### config.mk
export PLATFORM = sky130hd
export DESIGN_NAME = fetch_trap_unit
export DESIGN_NICKNAME = d
export VERILOG_FILES = /design/src/rtl/trap_pkg.sv /design/src/rtl/trap_ctrl.sv /design/src/rtl/trap_datapath.sv /design/src/rtl/fetch_trap_unit.sv
export SDC_FILE = /design/constraint.sdc
export NUM_CORES = 1
export LEC_CHECK = 0
export ABC_AREA = 0
export BUFFER_PORTS_ARGS = -buffer_cell sky130_fd_sc_hd__buf_2
export CAP_MARGIN = 30
export CORE_MARGIN = 10
export CORE_UTILIZATION = 44
export DETAILED_ROUTE_END_ITERATION = 12
export PLACE_DENSITY = 0.63
export SETUP_SLACK_MARGIN = 0.1
export SLEW_MARGIN = 25
export SYNTH_ARGS = -nofsm -noshare
export SYNTH_HDL_FRONTEND = slang
export SYNTH_SLANG_ARGS = --single-unit
export TNS_END_PERCENT = 1
### constraint.sdc
create_clock -name clk -period 1.69 [get_ports clk]
set_input_delay 0.169 -clock clk [delete_from_list [all_inputs] [get_ports clk]]
set_output_delay 0.169 -clock clk [all_outputs]
set_load 0.02 [all_outputs]
### src/rtl/trap_pkg.sv
package trap_pkg;
  localparam int ADDR_W    = 24;
  localparam int TRAP_W    = ADDR_W - 1;
  localparam int REG_AW    = 5;
  localparam int CH_SEL_W  = 3;

  typedef enum logic [1:0] {
    FLD_HIGH = 2'd0,
    FLD_MID  = 2'd1,
    FLD_LOW  = 2'd2,
    FLD_CTL  = 2'd3
  } regField_e;

  localparam int CTL_EN_BIT   = 0;
  localparam int CTL_PEND_BIT = 1;

  typedef struct packed {
    logic                wr;
    logic                rd;
    logic [CH_SEL_W-1:0] ch;
    regField_e           fld;
    logic [7:0]          data;
  } regStrobe_t;
endpackage

### src/rtl/trap_ctrl.sv
module trap_ctrl
  import trap_pkg::*;
#(
  parameter int NUM_CH = 3
) (
  input  logic [REG_AW-1:0] regAddr,
  input  logic              regWrEn,
  input  logic              regRdEn,
  input  logic [7:0]        regWrData,
  output regStrobe_t        stb
);
  logic [CH_SEL_W-1:0] chIdx;
  logic                inRange;

  assign chIdx   = regAddr[REG_AW-1:2];
  assign inRange = (chIdx < CH_SEL_W'(NUM_CH));

  always_comb begin
    stb.wr   = regWrEn && inRange;
    stb.rd   = regRdEn && inRange;
    stb.ch   = chIdx;
    stb.fld  = regField_e'(regAddr[1:0]);
    stb.data = regWrData;
  end
endmodule

### src/rtl/trap_datapath.sv
module trap_datapath
  import trap_pkg::*;
#(
  parameter int NUM_CH = 3
) (
  input  logic                     clk,
  input  logic                     rst_n,
  input  regStrobe_t               stb,
  input  logic [ADDR_W-1:0]        fetchAddr,
  input  logic                     fetchFirst,
  output logic [7:0]               rdData,
  output logic [NUM_CH-1:0]        chEn,
  output logic [NUM_CH-1:0]        chPend,
  output logic [NUM_CH*TRAP_W-1:0] chAddr
);
  logic [7:0] rdByte [NUM_CH][4];

  for (genvar c = 0; c < NUM_CH; c++) begin : g_ch
    logic [7:0] hiQ, midQ;
    logic [6:0] loQ;
    logic       enQ, pendQ;
    logic       selCh, hit, clrReq;

    assign selCh  = stb.wr && (stb.ch == CH_SEL_W'(c));
    assign hit    = fetchFirst && enQ &&
                    (fetchAddr[ADDR_W-1:1] == {hiQ, midQ, loQ});
    assign clrReq = selCh && (stb.fld == FLD_CTL) && stb.data[CTL_PEND_BIT];

    always_ff @(posedge clk or negedge rst_n) begin
      if (!rst_n) begin
        hiQ   <= '0;
        midQ  <= '0;
        loQ   <= '0;
        enQ   <= 1'b0;
        pendQ <= 1'b0;
      end else begin
        if (selCh) begin
          unique case (stb.fld)
            FLD_HIGH: hiQ  <= stb.data;
            FLD_MID:  midQ <= stb.data;
            FLD_LOW:  loQ  <= stb.data[7:1];
            FLD_CTL:  enQ  <= stb.data[CTL_EN_BIT];
          endcase
        end
        if (hit)         pendQ <= 1'b1;
        else if (clrReq) pendQ <= 1'b0;
      end
    end

    assign rdByte[c][0] = hiQ;
    assign rdByte[c][1] = midQ;
    assign rdByte[c][2] = {loQ, 1'b0};
    assign rdByte[c][3] = {6'b0, pendQ, enQ};

    assign chEn[c]                     = enQ;
    assign chPend[c]                   = pendQ;
    assign chAddr[c*TRAP_W +: TRAP_W]  = {hiQ, midQ, loQ};
  end

  always_comb begin
    rdData = '0;
    if (stb.rd) begin
      for (int c = 0; c < NUM_CH; c++) begin
        if (stb.ch == CH_SEL_W'(c)) rdData = rdByte[c][stb.fld];
      end
    end
  end
endmodule

### src/rtl/fetch_trap_unit.sv
module fetch_trap_unit
  import trap_pkg::*;
#(
  parameter int NUM_CH = 3
) (
  input  logic              clk,
  input  logic              rst_n,
  input  logic [REG_AW-1:0] regAddr,
  input  logic              regWrEn,
  input  logic              regRdEn,
  input  logic [7:0]        regWrData,
  output logic [7:0]        regRdData,
  input  logic [ADDR_W-1:0] fetchAddr,
  input  logic              fetchFirst,
  output logic              trapIrq
);
  regStrobe_t               stb;
  logic [NUM_CH-1:0]        chEn;
  logic [NUM_CH-1:0]        chPend;
  logic [NUM_CH*TRAP_W-1:0] chAddr;

  trap_ctrl #(.NUM_CH(NUM_CH)) u_ctrl (
    .regAddr  (regAddr),
    .regWrEn  (regWrEn),
    .regRdEn  (regRdEn),
    .regWrData(regWrData),
    .stb      (stb)
  );

  trap_datapath #(.NUM_CH(NUM_CH)) u_dp (
    .clk       (clk),
    .rst_n     (rst_n),
    .stb       (stb),
    .fetchAddr (fetchAddr),
    .fetchFirst(fetchFirst),
    .rdData    (regRdData),
    .chEn      (chEn),
    .chPend    (chPend),
    .chAddr    (chAddr)
  );

  assign trapIrq = |(chEn & chPend);
endmodule

### Word-level counts from Yosys, hierarchy flattened

Cells that the tools add are included.

| word-level totals | value |
|---|---|
| flip-flop bits (word level) | 75 |
| input bits | 42 |
| output and inout port bits | 9 |
| word-level logic and storage cells | 81 |

| cells by class | value |
|---|---|
| $lt $le $gt $ge | 2 |
| equal/unequal tests | 8 |
| muxes and demuxes | 19 |
| bitwise logic cells | 2 |
| reductions and logical operators | 35 |

Operators by type and width:

| operator | number |
|---|---|
| 8-bit 2-to-1 mux | 10 |
| 23-bit == test | 3 |
| 8-bit binary-select mux with 2-bit select | 3 |
| 2-bit AND reduction | 12 |
| 1-bit logical AND | 17 |
| 1-bit 2-to-1 mux | 6 |
| 2-bit nonzero test | 3 |
| 2-bit == test (second input constant) | 2 |
| 3-bit AND | 1 |
| 3-bit by 1-bit == test with 1-bit output (second input constant) | 1 |
| 3-bit by 2-bit == test with 1-bit output (second input constant) | 1 |
| 3-bit greater-or-equal comparator (second input constant) | 1 |
| 3-bit logical NOT | 1 |
| 3-bit by 2-bit less-than comparator with 1-bit output (second input constant) | 1 |
| 2-bit inverter with 3-bit output | 1 |
| 3-bit OR reduction | 1 |
| 2-bit by 1-bit == test with 1-bit output (second input constant) | 1 |
| 2-bit logical NOT | 1 |

### Depth between registers and ports, before layout

Gate-level depths: netlist of the first run.

| depth | value |
|---|---|
| depth in word-level cells | 8 |
| mapped depth | 6 |
| gate-level depth less buffers | 4 |

### Cells and area by module

A second synthesis of the first run with hierarchy kept.

| second synthesis, totals | value |
|---|---|
| cells, all modules | 382 |
| area, all modules | 4,549.4 um2 |

By module, submodules not included:

| module | instances | cells an instance | area each (um2) | sequential area each (um2) |
|---|---|---|---|---|
| trap_datapath | 1 | 364 | 4,420.5 | 1,876.8 |
| trap_ctrl | 1 | 16 | 115.1 | 0.0 |
| fetch_trap_unit | 1 | 2 | 13.8 | 0.0 |

### Worst setup path after synthesis of the first run

No wires, ideal clock.

| timing | value |
|---|---|
| kind | in2out |
| start | input regAddr[1] |
| end | output regRdData[4] |
| arrival | 1,366 ps |
| data required time | 1,521 ps |
| slack | 155 ps |
| stages on the path | 6 |
| path buffers | 2 |
| cells stage by stage | buf_2 -> buf_6 -> mux2_2 -> a221oi_1 -> o22ai_1 -> and3_1 |

| between the ends | value |
|---|---|
| word-level cells in the longest chain between the ends | 8 |
| elaborated cells between the ends (all ways) | 14 |
| classes of those cells | 13 x mux; 1 x bitwise |

RTL lines:

| item | RTL line | text |
|---|---|---|
| start: declaration | fetch_trap_unit.sv:8 | `input logic [REG_AW-1:0] regAddr,` |
| 2-bit inverter with 3-bit output (implied by the code) * | trap_datapath.sv:64 | `if (stb.ch == CH_SEL_W'(c)) rdData = rdByte[c][stb.fld];` |
| 8-bit binary-select mux with 2-bit select | trap_datapath.sv:64 |  |
| 8-bit 2-to-1 mux (implied by the code) (2 in a row) | trap_datapath.sv:64 |  |
| 8-bit 2-to-1 mux (2 in a row) | trap_datapath.sv:64 |  |
| 8-bit 2-to-1 mux * | trap_datapath.sv:64 |  |
| 8-bit 2-to-1 mux * | trap_datapath.sv:62 | `if (stb.rd) begin` |
| end: declaration | fetch_trap_unit.sv:12 | `output logic [7:0] regRdData,` |

Every way passes the cells marked *; elsewhere a longest branch is shown, timed or not. The select of a mux whose other input is x is not followed.

### Worst setup path in the final report of the first run

| timing | value |
|---|---|
| start | register u_dp.g_ch[0].hiQ[7] |
| end | output regRdData[7] |

| between the ends | value |
|---|---|
| word-level cells in the longest chain between the ends | 7 |

RTL lines:

| item | RTL line | text |
|---|---|---|
| start: declaration | trap_datapath.sv:19 | `logic [7:0] hiQ, midQ;` |
| start signal: assignment | trap_datapath.sv:39 | `FLD_HIGH: hiQ <= stb.data;` |
| 8-bit binary-select mux with 2-bit select | trap_datapath.sv:64 |  |
| 8-bit 2-to-1 mux (implied by the code) (2 in a row) | trap_datapath.sv:64 |  |
| 8-bit 2-to-1 mux (3 in a row) | trap_datapath.sv:64 |  |
| 8-bit 2-to-1 mux | trap_datapath.sv:62 |  |

Every way passes these cells. The select of a mux whose other input is x is not followed.

==> run_results.csv, run 1 <==
group,metric,value,unit
sta,drv_slew,0,
sta,rsz0062_at_grt,"yes",
clock_tree,clockBufferDepth,2,
logic_synthesis,syn_area_per_cell,12.2,um2
finish,multi_input_area,2430,um2
global_routing,grt_max_degree,40,
sta,post-route-period-util,1.08,
logic_synthesis,ys_seq_area_frac,0.434,
logic_synthesis,synth_top_area_frac,0.434,
pwr,total_power,5.57,mW
floorplanning,coreArea,9680,um2
floorplanning,start_util,0.446,
finish,fin_nets,487,
floorplanning,row_count,36,
logic_synthesis,synth.distinct_cells,36,
route,drc,0,
place,placed_cell_area,4930,um2
sta,finalWorstSetupSlack,-141,ps
finish,utilization,0.555,
sta,fin_skew,10.9,ps
critical_path,path_buf_inv,1,
global_routing,grt_pass1_wl,21100,um
clock_tree,clock_latency,360,ps
logic_synthesis,synth_cells,355,
route,dr.pass1.iters,5,
finish,diodes,0,
critical_path,crit_family,"flip-flops",
global_routing,antenna_found_initial,0,
worst_hold_path,hold_path.class,"primary input to register",
logic_synthesis,syn_nets,397,
logic_synthesis,synth_top_family_by_area,"multiplexers",
logic_synthesis,netlist_area,4320,um2
floorplanning,die_h,119,um
critical_path,cpPeakStageDelay,400,ps
sta,fin_crit,1830,ps
critical_path,cp.arrival,1660,ps
critical_path,required,1520,ps
floorplanning,die_w,119,um
logic_synthesis,synthAdderAreaFrac,0,
sta,whs,155,ps
logic_synthesis,synth-compound-area-share,0.0669,
place,port_buffers,49,
clock_tree,cts_tree,"built",
finish,drive_above_1_share,0.473,
logic_synthesis,yosys_warnings,0,
clock_tree,cts.sinks,75,
clock_tree,clk_pin_slew,80,ps
place,place_hpwl,10100,um
logic_synthesis,ys.flop_type,"dfrtp_1",
pwr,power_leakage,2.36,nW
outcome,violations,"negative setup slack",
route,num_vias,3364,
critical_path,start_kind,"register",
global_routing,grt_overflow,0,
floorplanning,die_area,14200,um2
pwr,ir_worst_vdd,0.509,mV
place,place_congestion,0.952,
critical_path,slowest_stage,"dfrtp_1",
clock_tree,htree_levels,3,
finish,layout-area-overhead-vs-synth,24.4,%
clock_tree,clock-root-buffer,"clkbuf_8",
sta,fmax,546,MHz
logic_synthesis,synthMuxAreaShare,0.256,
critical_path,crit_fanout,2,
finish,regArea,1880,um2
logic_synthesis,synth_area_leader_cell,"dfrtp_1",
route,ant_nets,0,
route,drt-total-wl,13800,um
global_routing,first_global_vias,3581,
route,vias_per_cell,5.77,
logic_synthesis,async_flop_share,1.00,
clock_tree,numCtsBuffers,9,
pwr,power.density,1040,nW/um2
critical_path,critPathKind,"register to primary output",
logic_synthesis,synth_area_leaders,"dfrtp_1 (43%), mux2_2 (22%), xnor2_1 (13%)",
critical_path,path_cells,"mux2_2 -> a221oi_2 -> o22ai_1 -> and3_1 -> buf_6",
sta,slew_headroom,0.586,
sta,finalSetupViolCount,8,
sta,worst_slew_pin_slew,621,ps
route,drt-initial-drc-count,359,
finish,fin_area,5380,um2
sta,hold_viol,0,
outcome,status,"finished with violations",
logic_synthesis,synth-seq-cells,75,
logic_synthesis,synth_xor_area_frac,0.140,
finish,num-fill-cells,845,
flow_run,drv_cap,0,
sta,fin_setup_tns,-974,ps
floorplanning,ioPinCount,51,
logic_synthesis,synth-edff-count,0,
logic_synthesis,synth_common_cells,"mux2_2 (83), dfrtp_1 (75), xnor2_1 (63), nand4_1 (18), o21ai_0 (8)",
route,wl_per_cell,23.7,um
logic_synthesis,yosys.area_share.simple,0.0846,
global_routing,grt_use_total,0.194,
critical_path,cp-end-kind,"primary output",
logic_synthesis,post-synth-top-count-cell,"mux2_2",
cells by family (layout without fill, tap and decap cells):
group	Yosys count	count (layout)
and+or+nand+nor	57	57
xor gates and xnor gates	69	69
buffers and inverters	16	111
DFF	75	75
muxes	96	96
AOI/OAI and AO/OA	42	42
flip-flops by register name, summed over array words and instances (netlist names):
register / flops
u_dp.g_ch.loQ: 21
u_dp.g_ch.pendQ: 3
u_dp.g_ch.enQ: 3
u_dp.g_ch.hiQ: 24
u_dp.g_ch.midQ: 24
per-stage QoR:
| step | setup slack [ps] | std cells |
|---|---|---|
| floorplan | 155 | 355 |
| global placement | -81.3 | 553 |
| detailed placement | -102 | 553 |
| CTS | -141 | 582 |
| global route | -217 | 583 |
| finish | -141 | 583 |
final timing paths:
path                                   endpoint                 start  slack, ps  cells after the start
min                        u_dp.g_ch[1].midQ[3]          regWrData[3]        160                      2
min in group asynchronous  u_dp.g_ch[1].midQ[1]                 rst_n        340                      2
max                                regRdData[7]   u_dp.g_ch[0].hiQ[7]       -140                      5
max reg2reg                  u_dp.g_ch[0].pendQ  u_dp.g_ch[0].midQ[0]        200                      5
min reg2reg                  u_dp.g_ch[1].pendQ    u_dp.g_ch[1].pendQ        560                      1
max in group asynchronous  u_dp.g_ch[2].midQ[2]                 rst_n        800                      3
cells in the final DEF (no fill, tap or decap), types with 5 or more instances in the layout:
master,instances
and3_1,7
a221oi_2,7
a21oi_1,7
xnor2_1,63
nor4_1,5
o22ai_1,7
dfrtp_1,75
nand3_1,6
buf_2,41
o21ai_0,7
mux2_2,81
buf_6,6
nand2_2,5
nand4_1,18
buf_4,40
clkbuf_8,11
xor2_1,6
a22oi_1,7
mux2i_1,7
per-layer routing:
metal,global-route usage,up-vias,wire (um)
li1,-,1494,-
met1,0.255,1687,6060
met2,0.302,148,6450
met3,0.0487,35,1000
met4,0.0725,0,314
met5,0,-,0
layout make-up:
class | count | share of cell area
Multi-Input combinational cell | 264 | 0.452
Timing Repair Buffer | 92 | 0.123
Sequential cell | 75 | 0.349
Tap cell | 133 | 0.0310
Clock inverter | 4 | 0.0135
Inverter | 3 | 0.00209
Clock buffer | 12 | 0.0289
power breakdown:
group,internal [mW],leakage [nW],switching (mW)
clock network,0.911,0.113,0.692
logic,0.848,1.29,0.664
registers,2.13,0.962,0.327
what timing repair did:
action | in CTS | in global routing
endpoints found under the setup margin | 9 | 10
buffers inserted | 12 | 1
gates resized for setup | 23 | 3
endpoints found under the hold margin | 36 | 0
hold buffers | 1 | 0
pin swaps | 15 | 2
(Power assumes the default switching activity.)
==> run 2: changes to the inputs <==
SETUP_SLACK_MARGIN = 0.15   (was 0.1)
==> run 2 against run 1 <==
The run still ends with negative setup slack left. Routed wire length is essentially flat. Utilization up 0.21 points. Final cell count unchanged. Power grew 0.22%. Die area did not move. Highest routed layer unchanged.
==> run_results.csv, run 2 (synthesized netlist as in run 1, its figures left out) <==
group,metric,value,unit
outcome,status,"finished with violations",
outcome,violations,"negative setup slack",
place,place_congestion,0.952,
pwr,p_int,3.89,mW
critical_path,required,1520,ps
sta,fmax,544,MHz
sta,fin_crit,1840,ps
pwr,power.density,1030,nW/um2
finish,final_common_cell,"mux2_2",
clock_tree,clock-root-buffer,"clkbuf_8",
route,drt-total-wl,13800,um
sta,finalSetupViolCount,8,
pwr,ir_worst_vdd,0.512,mV
pwr,seq_power_share,0.441,
route,dr.pass1.iters,5,
route,drt-initial-drc-count,332,
finish,final_cell_mix,"mux2_2 (81), dfrtp_1 (75), xnor2_1 (62)",
critical_path,crit_fanout,2,
floorplanning,row_count,36,
global_routing,grt_overflow,0,
sta,fin_skew,8.42,ps
global_routing,first_global_vias,3581,
critical_path,critPathKind,"register to primary output",
sta,drv_slew,0,
global_routing,grt_max_degree,40,
clock_tree,clockBufferDepth,2,
place,dp.cells,553,
flow_run,drv_cap,0,
floorplanning,die_w,119,um
pwr,pwr-share-comb,0.272,
clock_tree,clk_pin_slew,80,ps
clock_tree,cts.sinks,75,
global_routing,grt_pass1_wl,21100,um
global_routing,grt_use_total,0.194,
route,wl_per_cell,23.7,um
pwr,p_sw,1.69,mW
pwr,p_clk_frac,0.287,
floorplanning,start_util,0.446,
clock_tree,cts_tree,"built",
global_routing,antenna_found_initial,0,
sta,worst_slew_pin_slew,604,ps
route,drc,0,
route,vias_per_cell,5.73,
route,num_vias,3340,
route,ant_nets,0,
pwr,power_leakage,2.37,nW
finish,diodes,0,
clock_tree,numCtsBuffers,9,
sta,finalWorstSetupSlack,-147,ps
finish,num-fill-cells,842,
sta,hold_viol,0,
critical_path,cp-end-kind,"primary output",
clock_tree,htree_levels,3,
floorplanning,die_h,119,um
floorplanning,coreArea,9680,um2
critical_path,cp.arrival,1670,ps
finish,layout-area-overhead-vs-synth,24.9,%
sta,rsz0062_at_grt,"yes",
clock_tree,clock_latency,360,ps
critical_path,start_kind,"register",
floorplanning,ioPinCount,51,
finish,fin_cells,583,
sta,slew_headroom,0.597,
floorplanning,die_area,14200,um2
worst_hold_path,hold_path.class,"primary input to register",
finish,drive_above_1_share,0.480,
place,place_ws,-102,ps
place,place_hpwl,10100,um
place,port_buffers,49,
finish,fin_nets,487,
finish,reg_top3,"u_dp.g_ch.hiQ (24), u_dp.g_ch.midQ (24), u_dp.g_ch.loQ (21)",
sta,post-route-period-util,1.09,
pwr,p_sw_frac,0.303,
==> run 2: cell counts in the layout (fill, tap and decap cells not counted) <==
Identical to the previous run, type by type.
==> run 2: cell type report <==
class | count | area, um2 | share of cell area
clock buffer | 12 | 155 | 0.0288
clock inverter | 4 | 72.6 | 0.0134
inverter | 3 | 11.3 | 0.00209
multi-input combinational | 264 | 2450 | 0.454
sequential | 75 | 1880 | 0.348
tap | 133 | 166 | 0.0308
timing repair buffer | 92 | 663 | 0.123
==> run 2: per-stage QoR <==
stage	hold WS (ps)	instance area [um2]	TNS, ps	total power [mW]	utilization
floorplan	-127	4320	0	3.29	-
global placement	194	4930	-979	3.79	0.510
detailed placement	192	4930	-1380	3.83	0.510
CTS	152	5360	-971	5.56	0.553
global route	167	5400	-1590	5.83	0.557
finish	154	5400	-989	5.58	0.557
==> run 2: layer usage <==
| metal | GRT usage | vias up | routed length (um) |
|---|---|---|---|
| met1 | 0.255 | 1671 | 6090 |
| met2 | 0.302 | 139 | 6440 |
| met5 | 0 | - | 0 |
| li1 | - | 1499 | - |
| met3 | 0.0487 | 31 | 990 |
| met4 | 0.0725 | 0 | 321 |
==> run 2: path summary, 6_finish.rpt <==
check	cells after the start	from	slack, ps	to
setup / recovery	5	u_dp.g_ch[0].hiQ[7]	-150	regRdData[7]
hold reg to reg	1	u_dp.g_ch[1].pendQ	550	u_dp.g_ch[1].pendQ
min in group asynchronous	2	rst_n	340	u_dp.g_ch[1].midQ[1]
setup reg to reg	4	u_dp.g_ch[2].midQ[1]	220	u_dp.g_ch[2].pendQ
max in group asynchronous	3	rst_n	800	u_dp.g_ch[0].midQ[2]
hold / removal	2	regWrData[3]	150	u_dp.g_ch[1].midQ[3]
==> run 2: worst max-delay path, cell delays in order, from the launching register on <==
cell and delay, ps:
dfrtp_1 400, mux2_2 270, a221oi_2 210, o22ai_1 90
and3_1 200, buf_6 140
==> run 2: power groups by stage <==
stage | combinational [mW] | clock [mW] | sequential [mW]
floorplan | 0.894 | 0 | 2.40
detailed placement | 1.32 | 0 | 2.51
finish | 1.52 | 1.60 | 2.46
CTS | 1.48 | 1.62 | 2.46
global placement | 1.30 | 0 | 2.49
global route | 1.62 | 1.71 | 2.50
==> run 2: what timing repair did <==
action / 4_1_cts / 5_1_grt
hold endpoints to repair: 36 / 0
setup endpoints to repair: 9 / 12
resized for setup: 23 / 6
pin swaps: 15 / 2
hold buffers: 1 / 0
buffers inserted: 12 / 1
==> run 3: changes to the inputs <==
CTS_BUF_LIST = sky130_fd_sc_hd__clkbuf_8   (was default)
==> run 3 against run 2 <==
Utilization unchanged. Sequential cell count unchanged. First-iteration DRC count unchanged. Fmax about the same. Routed wire length about the same. Power about the same. Sequential power about the same. The flow still finishes with violations (negative setup slack). Final cell count unchanged.
==> run_results.csv, run 3 (synthesized netlist as in run 1, its figures left out) <==
group,metric,value,unit
finish,final_common_cell,"mux2_2",
sta,finalWorstSetupSlack,-147,ps
worst_hold_path,min_from,"regWrData[3]",
finish,regArea,1880,um2
pwr,total_power,5.58,mW
critical_path,start_kind,"register",
clock_tree,cts_tree,"built",
clock_tree,clock-root-buffer,"clkbuf_8",
outcome,status,"finished with violations",
route,vias_per_cell,5.73,
finish,fin_nets,487,
finish,fin_area,5400,um2
worst_hold_path,hold_path.class,"primary input to register",
finish,num-fill-cells,842,
route,drc,0,
place,placed_cell_area,4930,um2
critical_path,required,1520,ps
sta,post-route-period-util,1.09,
floorplanning,die_h,119,um
route,drt-total-wl,13800,um
critical_path,critPathKind,"register to primary output",
sta,fin_skew,8.24,ps
sta,worst_slew_pin_slew,604,ps
global_routing,antenna_found_initial,0,
pwr,ir_worst_vdd,0.512,mV
floorplanning,coreArea,9680,um2
critical_path,crit_fanout,2,
critical_path,ff2ff_setup_slack,220,ps
floorplanning,die_w,119,um
clock_tree,clockBufferDepth,2,
finish,reg_top3,"u_dp.g_ch.hiQ (24), u_dp.g_ch.midQ (24), u_dp.g_ch.loQ (21)",
finish,diodes,0,
clock_tree,clk_pin_slew,80,ps
floorplanning,start_util,0.446,
critical_path,worstReg2RegStart,"u_dp.g_ch[2].midQ[1]",
sta,finalSetupViolCount,8,
sta,drv_slew,0,
global_routing,grt_pass1_wl,21100,um
worst_hold_path,holdPathEnd,"u_dp.g_ch[1].midQ[3]",
place,place_hpwl,10100,um
global_routing,first_global_vias,3581,
floorplanning,die_area,14200,um2
floorplanning,ioPinCount,51,
sta,hold_viol,0,
pwr,power.density,1030,nW/um2
critical_path,rr_endpoint,"u_dp.g_ch[2].pendQ",
clock_tree,clock_latency,360,ps
route,dr.pass1.iters,5,
route,num_vias,3340,
global_routing,grt_use_total,0.194,
critical_path,cp.arrival,1670,ps
sta,rsz0062_at_grt,"yes",
sta,fmax,544,MHz
outcome,violations,"negative setup slack",
place,port_buffers,49,
global_routing,grt_overflow,0,
pwr,power_leakage,2.37,nW
route,drt-initial-drc-count,332,
clock_tree,cts.sinks,75,
critical_path,reg2regPathDepth,4,
critical_path,cp-end-kind,"primary output",
route,ant_nets,0,
worst_hold_path,whs_path_depth,2,
place,place_congestion,0.952,
clock_tree,numCtsBuffers,9,
global_routing,grt_max_degree,40,
sta,whs,154,ps
finish,drive_above_1_share,0.480,
finish,utilization,0.557,
finish,multi_input_area,2450,um2
floorplanning,row_count,36,
flow_run,drv_cap,0,
sta,slew_headroom,0.597,
sta,fin_crit,1840,ps
clock_tree,htree_levels,3,
finish,layout-area-overhead-vs-synth,24.9,%
finish,final_cell_mix,"mux2_2 (81), dfrtp_1 (75), xnor2_1 (62)",
route,wl_per_cell,23.7,um
[run 3: changes by cell type in the layout (fill, tap and decap cells not counted)]
cell and change:
inv_1 +1, clkbuf_1 -1
[run 3: through the flow]
stage / instances / worst slack [ps] / TNS, ps
6_report: 583 / -147 / -989
5_1_grt: 583 / -218 / -1590
3_3_place_gp: 553 / -81.3 / -979
3_5_place_dp: 553 / -102 / -1380
4_1_cts: 582 / -141 / -972
2_1_floorplan: 355 / 155 / 0
[run 3: repair_timing]
action,CTS,global route
setup buffers,12,1
gates resized for setup,23,6
setup endpoints to repair,9,12
hold buffers,1,0
hold endpoints to repair,36,0
pin swaps,15,2
[run 3: final cells by class]
type                       count  area share
multi-input combinational    264       0.454
sequential                    75       0.348
timing repair buffer          92       0.123
tap                          133      0.0308
clock buffer                  11      0.0281
clock inverter                 5      0.0141
inverter                       3     0.00209
[run 3: power breakdown]
group / internal [mW] / switching (mW) / leakage [nW]
registers: 2.13 / 0.331 / 0.962
logic: 0.852 / 0.669 / 1.30
clock network: 0.905 / 0.692 / 0.117
total: 3.89 / 1.69 / 2.37
[run 3: metal layers]
layer / global-route usage / up-vias / wire length (um)
li1: - / 1499 / -
met1: 0.255 / 1671 / 6090
met2: 0.302 / 139 / 6440
met4: 0.0725 / 0 / 321
met3: 0.0487 / 31 / 990
met5: 0 / - / 0
[run 3: critical path, stage by stage, from the launching register on]
cell and delay, ps:
dfrtp_1 400, mux2_2 270, a221oi_2 210, o22ai_1 90
and3_1 200, buf_6 140
[run 3: how the worst max path moves through the flow]
stage,startpoint,endpoint,slack [ps],cells after the start
3_3_place_gp,regAddr[3],u_dp.g_ch[0].midQ[3],-80,5
2_1_floorplan,regAddr[1],regRdData[4],160,6
3_5_place_dp,regAddr[3],u_dp.g_ch[0].midQ[2],-100,5
6_report,u_dp.g_ch[0].hiQ[7],regRdData[7],-150,5
4_1_cts,u_dp.g_ch[0].midQ[0],regRdData[0],-140,5
5_1_grt,u_dp.g_ch[0].hiQ[6],regRdData[6],-220,5
